`config.mk`:
```
export PLATFORM = sky130hd
export DESIGN_NAME = ea_seg_unit
export DESIGN_NICKNAME = d
export VERILOG_FILES = /design/src/rtl/ea_pkg.sv /design/src/rtl/ea_offset_calc.sv /design/src/rtl/ea_seg_pick.sv /design/src/rtl/ea_seg_unit.sv
export SDC_FILE = /design/constraint.sdc
export NUM_CORES = 1
export LEC_CHECK = 0
export BUFFER_PORTS_ARGS = -buffer_cell sky130_fd_sc_hd__buf_4
export CAP_MARGIN = 30
export CORE_MARGIN = 5
export CORE_UTILIZATION = 54
export DETAILED_ROUTE_END_ITERATION = 16
export PLACE_DENSITY = 0.94
export SLEW_MARGIN = 20
export SYNTH_ARGS = -nofsm -noshare
export SYNTH_HDL_FRONTEND = slang
export SYNTH_HIERARCHICAL = 1
export SYNTH_SLANG_ARGS = --single-unit
```
`constraint.sdc`:
```
create_clock -name clk -period 7.5 [get_ports clk]
set_input_delay 1.5 -clock clk [delete_from_list [all_inputs] [get_ports clk]]
set_output_delay 1.5 -clock clk [all_outputs]
set_load 0.005 [all_outputs]
```
`src/rtl/ea_pkg.sv`:
```
package ea_pkg;
    typedef enum logic [1:0] {
        ACC_FETCH  = 2'd0,
        ACC_STACK  = 2'd1,
        ACC_DATA   = 2'd2,
        ACC_STRDST = 2'd3
    } acc_e;

    typedef enum logic [2:0] {
        MODE_DIRECT   = 3'd0,
        MODE_REGIND   = 3'd1,
        MODE_BASED    = 3'd2,
        MODE_INDEXED  = 3'd3,
        MODE_BIDX     = 3'd4,
        MODE_BIDX_D   = 3'd5,
        MODE_BAD6     = 3'd6,
        MODE_BAD7     = 3'd7
    } mode_e;

    typedef enum logic [1:0] {
        SEG_ES = 2'd0,
        SEG_CS = 2'd1,
        SEG_SS = 2'd2,
        SEG_DS = 2'd3
    } seg_e;
endpackage

```
`src/rtl/ea_offset_calc.sv`:
```
module ea_offset_calc
    import ea_pkg::*;
#(
    parameter int AW = 16,
    parameter int SW = 8
) (
    input  mode_e           mode,
    input  logic            base_sel,
    input  logic            idx_sel,
    input  logic [1:0]      ind_sel,
    input  logic [AW-1:0]   bx_val,
    input  logic [AW-1:0]   bp_val,
    input  logic [AW-1:0]   si_val,
    input  logic [AW-1:0]   di_val,
    input  logic [AW-1:0]   disp,
    input  logic            disp_wide,
    output logic [AW-1:0]   off,
    output logic            err,
    output logic            uses_bp
);
    localparam int EXT_W = AW - SW;

    logic [AW-1:0] disp_ext;
    logic [AW-1:0] base_v;
    logic [AW-1:0] idx_v;
    logic [AW-1:0] ind_v;

    always_comb begin
        disp_ext = disp_wide ? disp : {{EXT_W{disp[SW-1]}}, disp[SW-1:0]};
        base_v   = base_sel ? bp_val : bx_val;
        idx_v    = idx_sel  ? di_val : si_val;
        unique case (ind_sel)
            2'd0:    ind_v = si_val;
            2'd1:    ind_v = di_val;
            2'd2:    ind_v = bx_val;
            default: ind_v = bp_val;
        endcase
    end

    always_comb begin
        err     = 1'b0;
        uses_bp = 1'b0;
        off     = '0;
        case (mode)
            MODE_DIRECT:  off = disp_ext;
            MODE_REGIND: begin
                off     = ind_v;
                uses_bp = (ind_sel == 2'd3);
            end
            MODE_BASED: begin
                off     = base_v + disp_ext;
                uses_bp = base_sel;
            end
            MODE_INDEXED: off = idx_v + disp_ext;
            MODE_BIDX: begin
                off     = base_v + idx_v;
                uses_bp = base_sel;
            end
            MODE_BIDX_D: begin
                off     = base_v + idx_v + disp_ext;
                uses_bp = base_sel;
            end
            default: begin
                off = '0;
                err = 1'b1;
            end
        endcase
    end
endmodule

```
`src/rtl/ea_seg_pick.sv`:
```
module ea_seg_pick
    import ea_pkg::*;
(
    input  acc_e        acc,
    input  logic        uses_bp,
    input  logic        ovr_en,
    input  seg_e        ovr_seg,
    output seg_e        seg
);
    always_comb begin
        unique case (acc)
            ACC_FETCH:  seg = SEG_CS;
            ACC_STACK:  seg = SEG_SS;
            ACC_STRDST: seg = SEG_ES;
            default: begin
                if (ovr_en)       seg = ovr_seg;
                else if (uses_bp) seg = SEG_SS;
                else              seg = SEG_DS;
            end
        endcase
    end
endmodule

```
`src/rtl/ea_seg_unit.sv`:
```
module ea_seg_unit
    import ea_pkg::*;
#(
    parameter int AW = 16,
    parameter int SW = 8
) (
    input  logic            clk,
    input  logic            rst,
    input  logic            req,
    input  logic [1:0]      acc_class,
    input  logic [2:0]      mode,
    input  logic            base_sel,
    input  logic            idx_sel,
    input  logic [1:0]      ind_sel,
    input  logic [AW-1:0]   bx_val,
    input  logic [AW-1:0]   bp_val,
    input  logic [AW-1:0]   si_val,
    input  logic [AW-1:0]   di_val,
    input  logic [AW-1:0]   disp,
    input  logic            disp_wide,
    input  logic            ovr_en,
    input  logic [1:0]      ovr_seg,
    output logic            out_vld,
    output logic [AW-1:0]   offset,
    output logic [1:0]      seg,
    output logic            mode_err
);
    typedef struct packed {
        logic          vld;
        logic          err;
        logic [AW-1:0] off;
        seg_e          seg;
    } res_t;

    res_t          r_d, r_q;
    logic [AW-1:0] calc_off;
    logic          calc_err;
    logic          calc_bp;
    seg_e          pick_seg;

    ea_offset_calc #(.AW(AW), .SW(SW)) u_off (
        .mode      (mode_e'(mode)),
        .base_sel  (base_sel),
        .idx_sel   (idx_sel),
        .ind_sel   (ind_sel),
        .bx_val    (bx_val),
        .bp_val    (bp_val),
        .si_val    (si_val),
        .di_val    (di_val),
        .disp      (disp),
        .disp_wide (disp_wide),
        .off       (calc_off),
        .err       (calc_err),
        .uses_bp   (calc_bp)
    );

    ea_seg_pick u_seg (
        .acc     (acc_e'(acc_class)),
        .uses_bp (calc_bp),
        .ovr_en  (ovr_en),
        .ovr_seg (seg_e'(ovr_seg)),
        .seg     (pick_seg)
    );

    always_comb begin
        r_d     = r_q;
        r_d.vld = req;
        if (req) begin
            r_d.err = calc_err;
            r_d.off = calc_off;
            r_d.seg = pick_seg;
        end
    end

    always_ff @(posedge clk) begin
        if (rst) r_q <= '0;
        else     r_q <= r_d;
    end

    assign out_vld  = r_q.vld;
    assign offset   = r_q.off;
    assign seg      = r_q.seg;
    assign mode_err = r_q.err;


    a_r1_reset_clears: assert property (@(posedge clk) rst |=> !out_vld);
    a_r1_vld_follows: assert property (@(posedge clk) disable iff (rst)
        req |=> out_vld);
    a_r1_vld_drops: assert property (@(posedge clk) disable iff (rst)
        !req |=> !out_vld);

    a_r2_fetch_cs: assert property (@(posedge clk) disable iff (rst)
        (req && acc_class == 2'd0) |=> seg == 2'd1);

    a_r3_stack_ss: assert property (@(posedge clk) disable iff (rst)
        (req && acc_class == 2'd1) |=> seg == 2'd2);

    a_r4_strdst_es: assert property (@(posedge clk) disable iff (rst)
        (req && acc_class == 2'd3) |=> seg == 2'd0);

    a_r5_bp_based_ss: assert property (@(posedge clk) disable iff (rst)
        (req && acc_class == 2'd2 && !ovr_en && mode == 3'd2 && base_sel)
        |=> seg == 2'd2);

    a_r6_override: assert property (@(posedge clk) disable iff (rst)
        (req && acc_class == 2'd2 && ovr_en) |=> seg == $past(ovr_seg));

    a_r7_direct_wide: assert property (@(posedge clk) disable iff (rst)
        (req && mode == 3'd0 && disp_wide) |=> offset == $past(disp));

    a_r13_err_zero: assert property (@(posedge clk) disable iff (rst)
        (out_vld && mode_err) |-> offset == '0);
endmodule

```
==> results of run 1 <==
-- sequential cells by signal (all words and copies together), names as in the netlist --
register	flops
mode_err	1
offset	16
out_vld	1
seg	2
-- power by group --
part	internal (mW)	total (mW)	switching (mW)
combinational	0.211	0.448	0.237
clock	0.0357	0.0661	0.0304
sequential	0.117	0.122	0.00568
total	0.364	0.637	0.273
-- worst max-delay path: cells and delay by family --
| kind | cells | cell delay, ns |
|---|---|---|
| AOI/OAI and AO/OA | 9 | 1.99 |
| adders and majority gates | 3 | 1.04 |
| and+or+nand+nor | 5 | 0.97 |
| muxes | 2 | 0.40 |
| buffers and inverters | 2 | 0.27 |
| xor gates and xnor gates | 1 | 0.11 |
-- metrics by stage --
| step | power (mW) | instances | cell area [um2] |
|---|---|---|---|
| global route | 0.676 | 640 | 4710 |
| finish | 0.637 | 640 | 4710 |
| floorplan | 0.421 | 449 | 3790 |
| detailed placement | 0.555 | 637 | 4670 |
| global placement | 0.538 | 636 | 4660 |
| CTS | 0.623 | 640 | 4710 |
-- kinds of logic after synthesis --
group | Yosys count | synth area share [%]
multiplexers | 76 | 27.4
flip-flops | 20 | 10.6
adder cells (fa/ha/maj) | 34 | 11.6
AO/OA/AOI/OAI | 116 | 22.4
buffers and inverters | 41 | 4.85
AND/OR/NAND/NOR | 137 | 17.4
XOR/XNOR | 25 | 5.77
-- worst max-delay path by stage --
stage                   from                      end  slack, ns  cells past startpoint
floorplan           base_sel  offset[15]$_SDFFE_PP0P_       1.44                     23
global placement    base_sel  offset[15]$_SDFFE_PP0P_       1.50                     22
detailed placement   idx_sel  offset[15]$_SDFFE_PP0P_       1.25                     22
CTS                  idx_sel  offset[15]$_SDFFE_PP0P_       1.48                     22
global route        base_sel  offset[15]$_SDFFE_PP0P_       1.05                     22
finish               idx_sel  offset[15]$_SDFFE_PP0P_       1.33                     22
-- synth_stat cells (all sizes together) (2+ instances only) --
library cell,instances
nand3b,2
and3,15
a22oi,4
o22ai,5
a22o,6
nand4,3
o21ai,19
o221ai,5
nand3,5
mux2,32
nor3,6
a222oi,5
a21o,9
and2,6
dfxtp,20
buf,13
o21a,3
xor2,10
mux4,19
a31oi,4
nor2b,9
o211ai,5
a221o,13
nand2b,7
a21oi,18
clkbuf,13
inv,15
a21boi,2
xnor2,15
nor2,36
o31ai,2
fa,2
ha,32
o21bai,3
mux2i,25
nand2,43
a211oi,6
-- per-layer routing --
metal / share of wire, % / GRT usage [%] / wire, um
met5: 0 / 0 / 0
met4: 3.5 / 10.1 / 444
met3: 12 / 4.73 / 1490
met2: 48 / 50.1 / 6160
met1: 37 / 35.7 / 4740
-- final cells by class --
type | count | area share [%]
inverters | 15 | 1.20
clock buffers | 3 | 0.876
flip-flops and latches | 20 | 8.50
well taps | 96 | 2.55
repair buffers | 118 | 18.8
multi-input cells | 388 | 68.1
==> flow_metrics.env, run 1 <==
export IMPL_gp_congestion=1.06
export IMPL_p_per_area_mw_per_mm2=135
export IMPL_drtAntennaViolNets=0
export IMPL_clk_latency_ns=0.25
export IMPL_die_w_um=93.8
export IMPL_period_minus_slack_ns=6.17
export IMPL_synth_seq_area_share_pct=10.6
export IMPL_critPathMaxFanout=16
export IMPL_clkTransAtPathRegs_ns=0.06
export IMPL_min_path_type="flop to flop"
export IMPL_cp_slowest_cell="fa_1"
export IMPL_min_path_cells=2
export IMPL_reg2reg_to="offset[4]$_SDFFE_PP0P_"
export IMPL_start_kind="primary input"
export IMPL_grt_overflow=0
export IMPL_seqCellArea_um2=400
export IMPL_fin_worst_skew_ns=0
export IMPL_mostFrequentLayoutCell="buf_4"
export IMPL_die_area_mm2=0.00880
export IMPL_crit_required_ns=7.64
export IMPL_final_cell_mix="117 x buf_4, 43 x nand2_1, 35 x nor2_1"
export IMPL_die_h_um=93.8
export IMPL_slew_violations=0
export IMPL_worst_pin_slew_ns=0.988
export IMPL_fin_nets=676
export IMPL_crit_path_max_incr_delay_ns=0.49
export IMPL_synth_top_area_cell="mux4_2"
export IMPL_finalHoldViolations=0
export IMPL_cts_resized=0
export IMPL_yosys_warnings=6
export IMPL_grtUsageTotal_pct=28.8
export IMPL_syn_nets=579
export IMPL_setup_slack_ns=1.33
export IMPL_drt_drc_violations_left=0
export IMPL_p_leak_nw=2.21
export IMPL_yosys_register_bits=20
export IMPL_finalWirelength_um=12800
export IMPL_first_global_vias=4236
export IMPL_io_pins=116
export IMPL_wl_per_cell_um=20.1
export IMPL_syn2layout_area_growth_pct=24.2
export IMPL_grt_max_degree=22
export IMPL_grt_pass1_wl_um=20500
export IMPL_synth_cell_types=55
export IMPL_finalSetupViolCount=0
export IMPL_cts_tree="built"
export IMPL_start_util_pct=55.5
export IMPL_clock_sinks=20
export IMPL_rsz0062_at_grt="no"
export IMPL_synth_area_mm2=0.00379
export IMPL_fillerInstances=550
export IMPL_setup_tns_ns=0
export IMPL_reg2regPathDepth=2
export IMPL_rrSetupSlack_ns=6.83
export IMPL_yosysTopAreaCellShare_pct=11.3
export IMPL_dpl_hpwl_um=10500
export IMPL_n_antenna_cell=0
export IMPL_async_reset_ff_share_pct=0
export IMPL_core_mm2=0.00683
export IMPL_criticalPathCategory="primary input to flop"
export IMPL_crit_chain="buf_4 > mux2_2 > ha_1 > inv_1 > fa_1 > nor2b_1 > o21ai_0 > a21oi_1 > o221ai_1 > o21bai_1 > xor2_1 > a221o_1 > ha_1 > nand4_1 > o22ai_1 > a211oi_2 > nand2_1 > a211oi_2 > a2111oi_0 > or4b_1 > mux2i_1 > nor2_1"
export IMPL_antenna_found_initial=0
export IMPL_multiInputGateArea_mm2=0.00321
export IMPL_cts_root_buf="clkbuf_8"
export IMPL_hp_start="offset[12]$_SDFFE_PP0P_"
export IMPL_syn_inst=449
export IMPL_synth_avg_cell_area_um2=8.45
export IMPL_num_vias=4231
export IMPL_dp_slack_ns=1.25
export IMPL_htree_levels=1
export IMPL_drv_cap=0
export IMPL_outcome="finished clean"
export IMPL_drtPass1Iterations=7
export IMPL_ir_drop_mv=0.0556
export IMPL_hold_end="offset[12]$_SDFFE_PP0P_"
export IMPL_r2r_start="offset[4]$_SDFFE_PP0P_"
export IMPL_critical_path_endpoint_type="flop"
export IMPL_synth_edf_count=0
export IMPL_relSlewSlack_pct=33.9
export IMPL_tritoncts_num_buffers=3
export IMPL_post_cts_setup_buffers=0
export IMPL_rows=30
export IMPL_layout_drive_gt1_share_pct=32.4
export IMPL_fin_util_pct=69.0
export IMPL_hold_slack_ns=0.499
export IMPL_cts_buffer_depth=2
export IMPL_drt_initial_drc_count=505
export IMPL_critPathArrivalTime_ns=6.31
export IMPL_yosys_top_cells_area="mux4_2 11%, dfxtp_1 11%, ha_1 11%"
export IMPL_portBuffers=115
export IMPL_finalCritPeriodShare_pct=82.2
export IMPL_fmax_mhz=162
export IMPL_hold_buffers=0
export IMPL_synth_ff_type="dfxtp_1"
export IMPL_viasPerCell=6.61
Note: power is estimated with default switching activity, not from simulation.
==> run 2, diff against run 1 <==
Settings changed: ABC_AREA set to 1, CORE_UTILIZATION 54 to 49, PLACE_DENSITY 0.94 to 0.9.
Clock period 7.5 ns to 5.15 ns, I/O delays scaled along.
==> flow_metrics.env, run 2 <==
export IMPL_post_dp_cell_area_mm2=0.00481
export IMPL_clock_sinks=20
export IMPL_crit_buf_inv=6
export IMPL_use_met3_pct=2.88
export IMPL_drv_cap=0
export IMPL_reg2regPathDepth=2
export IMPL_ir_drop_mv=0.115
export IMPL_grt_pass1_wl_um=20500
export IMPL_rsz0062_at_grt="no"
export IMPL_yosysTopAreaCellShare_pct=27.1
export IMPL_worst_pin_slew_ns=0.907
export IMPL_grt_overflow=0
export IMPL_gp_congestion=0.959
export IMPL_slew_violations=0
export IMPL_finalCritPeriodShare_pct=90.8
export IMPL_syn_nets=858
export IMPL_antenna_found_initial=0
export IMPL_htree_levels=1
export IMPL_drt_initial_drc_count=288
export IMPL_p_leak_nw=2.73
export IMPL_synth_top_family_by_area="simple AND/OR/NAND/NOR gates"
export IMPL_async_reset_ff_share_pct=0
export IMPL_finalHoldViolations=0
export IMPL_critical_path_endpoint_type="flop"
export IMPL_clk_latency_ns=0.26
export IMPL_critPathArrivalTime_ns=4.83
export IMPL_cts_root_buf="clkbuf_8"
export IMPL_final_cell_mix="282 x nand2_1, 119 x buf_4, 93 x inv_1"
export IMPL_synth_most_common_cell="nand2_1"
export IMPL_synth_xor_area_share_pct=2.47
export IMPL_yosys_warnings=6
export IMPL_layout_drive_gt1_share_pct=17.0
export IMPL_finalSetupViolCount=0
export IMPL_hold_buffers=0
export IMPL_viasPerCell=5.34
export IMPL_cp_slowest_cell="fa_1"
export IMPL_r2r_start="seg[1]$_SDFFE_PP0P_"
export IMPL_intPower_uw=468
export IMPL_core_mm2=0.00777
export IMPL_fmax_mhz=214
export IMPL_post_cts_setup_buffers=0
export IMPL_switching_share_pct=45.2
export IMPL_rrSetupSlack_ns=4.57
export IMPL_die_h_um=99.3
export IMPL_reg2reg_to="seg[1]$_SDFFE_PP0P_"
export IMPL_grt_max_degree=40
export IMPL_cp_common_cell="nand2_1"
export IMPL_yosys_top_cells_area="nand2_1 27%, dfxtp_1 10%, ha_1 10%"
export IMPL_tritoncts_num_buffers=3
export IMPL_power_frac_comb_pct=65.6
export IMPL_dpl_hpwl_um=10500
export IMPL_synthAdderAreaFrac_pct=11.3
export IMPL_grtUsageTotal_pct=24.8
export IMPL_n_antenna_cell=0
export IMPL_cts_buffer_depth=2
export IMPL_synth_mux_area_share_pct=0
export IMPL_crit_start="idx_sel"
export IMPL_period_minus_slack_ns=4.68
export IMPL_syn2layout_area_growth_pct=24.7
export IMPL_drt_drc_violations_left=0
export IMPL_drtPass1Iterations=5
export IMPL_io_pins=116
export IMPL_synth_top_area_cell="nand2_1"
export IMPL_synth_area_mm2=0.00391
export IMPL_dp_slack_ns=0.257
export IMPL_setup_tns_ns=0
export IMPL_drtAntennaViolNets=0
export IMPL_rows=32
export IMPL_start_kind="primary input"
export IMPL_criticalPathCategory="primary input to flop"
export IMPL_synth_ff_type="dfxtp_1"
export IMPL_start_util_pct=50.3
export IMPL_relSlewSlack_pct=39.3
export IMPL_crit_path_max_incr_delay_ns=0.45
export IMPL_clockPowerShare_pct=13.9
export IMPL_clkTransAtPathRegs_ns=0.08
export IMPL_met1_usage_pct=30.4
export IMPL_die_area_mm2=0.00986
export IMPL_cts_tree="built"
export IMPL_crit_family="simple AND/OR/NAND/NOR gates"
export IMPL_fin_worst_skew_ns=0
export IMPL_synth_cell_types=46
export IMPL_synth_compound_area_share_pct=20.4
export IMPL_finalWirelength_um=12700
export IMPL_syn_inst=728
export IMPL_setup_slack_ns=0.474
export IMPL_critPathMaxFanout=19
export IMPL_die_w_um=99.3
export IMPL_largest_reg_flops=16
export IMPL_grt_busiest_layer="met2"
export IMPL_synth_avg_cell_area_um2=5.37
export IMPL_min_path_type="flop to flop"
export IMPL_p_sw_uw=386
export IMPL_synth_simple_area_share_pct=43.3
export IMPL_setup_worst_path_end="offset[15]$_SDFFE_PP0P_"
export IMPL_outcome="finished clean"
export IMPL_final_design_area_no_fill_mm2=0.00487
export IMPL_portBuffers=115
export IMPL_mostFrequentLayoutCell="nand2_1"
export IMPL_ys_top_cells_by_count="282 x nand2_1, 93 x inv_1, 69 x nor2_1, 43 x nand3_1, 32 x ha_1"
export IMPL_num_vias=4968
export IMPL_cts_resized=0
export IMPL_use_met2_pct=44.5
export IMPL_first_global_vias=4626
export IMPL_synth_edf_count=0
export IMPL_p_per_area_mw_per_mm2=175
export IMPL_worstSetupPathDepth=31
export IMPL_crit_required_ns=5.30
export IMPL_wl_per_cell_um=13.6
export IMPL_seq_power_share_pct=20.5
export IMPL_fin_nets=960
export IMPL_yosys_register_bits=20
export IMPL_synth_seq_area_share_pct=10.2
==> run 2: tightest hold or removal path, cell delays in order (launching register included) <==
cell and delay (ns):
dfxtp_1 0.31, nor2_1 0.08, nor2_1 0.05
==> run 2: worst min-delay path by stage <==
stage / start / end / slack (ns) / cells past startpoint
floorplan: mode_err$_SDFFE_PP0P_ / mode_err$_SDFFE_PP0P_ / 0.47 / 2
global placement: mode_err$_SDFFE_PP0P_ / mode_err$_SDFFE_PP0P_ / 0.46 / 2
detailed placement: offset[7]$_SDFFE_PP0P_ / offset[7]$_SDFFE_PP0P_ / 0.46 / 2
CTS: offset[7]$_SDFFE_PP0P_ / offset[7]$_SDFFE_PP0P_ / 0.47 / 2
global route: offset[9]$_SDFFE_PP0P_ / offset[9]$_SDFFE_PP0P_ / 0.49 / 2
finish: offset[5]$_SDFFE_PP0P_ / offset[5]$_SDFFE_PP0P_ / 0.47 / 2
==> run 2: cell type report <==
| class | instances | area, um2 |
|---|---|---|
| fill | 786 | 2890 |
| multi-input combinational | 588 | 3030 |
| clock buffer | 4 | 55.1 |
| inverter | 98 | 369 |
| tap | 102 | 128 |
| sequential | 20 | 400 |
| timing repair buffer | 119 | 893 |
==> run 2: power groups by stage <==
stage	registers [mW]	clock network (mW)	logic [mW]
after global routing	0.177	0.129	0.632
after global placement	0.178	0	0.543
after floorplan	0.179	0	0.377
after detailed placement	0.179	0	0.548
after CTS	0.176	0.121	0.552
final	0.175	0.119	0.559
==> run 2: logic make-up after synthesis <==
| kind of cell | Yosys count |
|---|---|
| DFF | 20 |
| buffers and inverters | 120 |
| AOI/OAI and AO/OA | 127 |
| xor gates and xnor gates | 11 |
| and+or+nand+nor | 416 |
| adders and majority gates | 34 |
==> run 2: stage by stage <==
| step | util [%] | hold slack (ns) | std cells | power (mW) |
|---|---|---|---|---|
| 2_1_floorplan | - | 0.466 | 728 | 0.556 |
| 3_5_place_dp | 61.9 | 0.463 | 926 | 0.727 |
| 4_1_cts | 62.6 | 0.473 | 930 | 0.849 |
| 3_3_place_gp | 61.9 | 0.459 | 926 | 0.722 |
| 5_1_grt | 62.7 | 0.487 | 931 | 0.938 |
| 6_report | 62.7 | 0.472 | 931 | 0.853 |
==> run 2: per-layer routing <==
layer	routed length (um)	up-vias
li1	-	2560
met1	5380	2189
met2	6120	185
met3	795	34
met4	412	0
met5	0	-
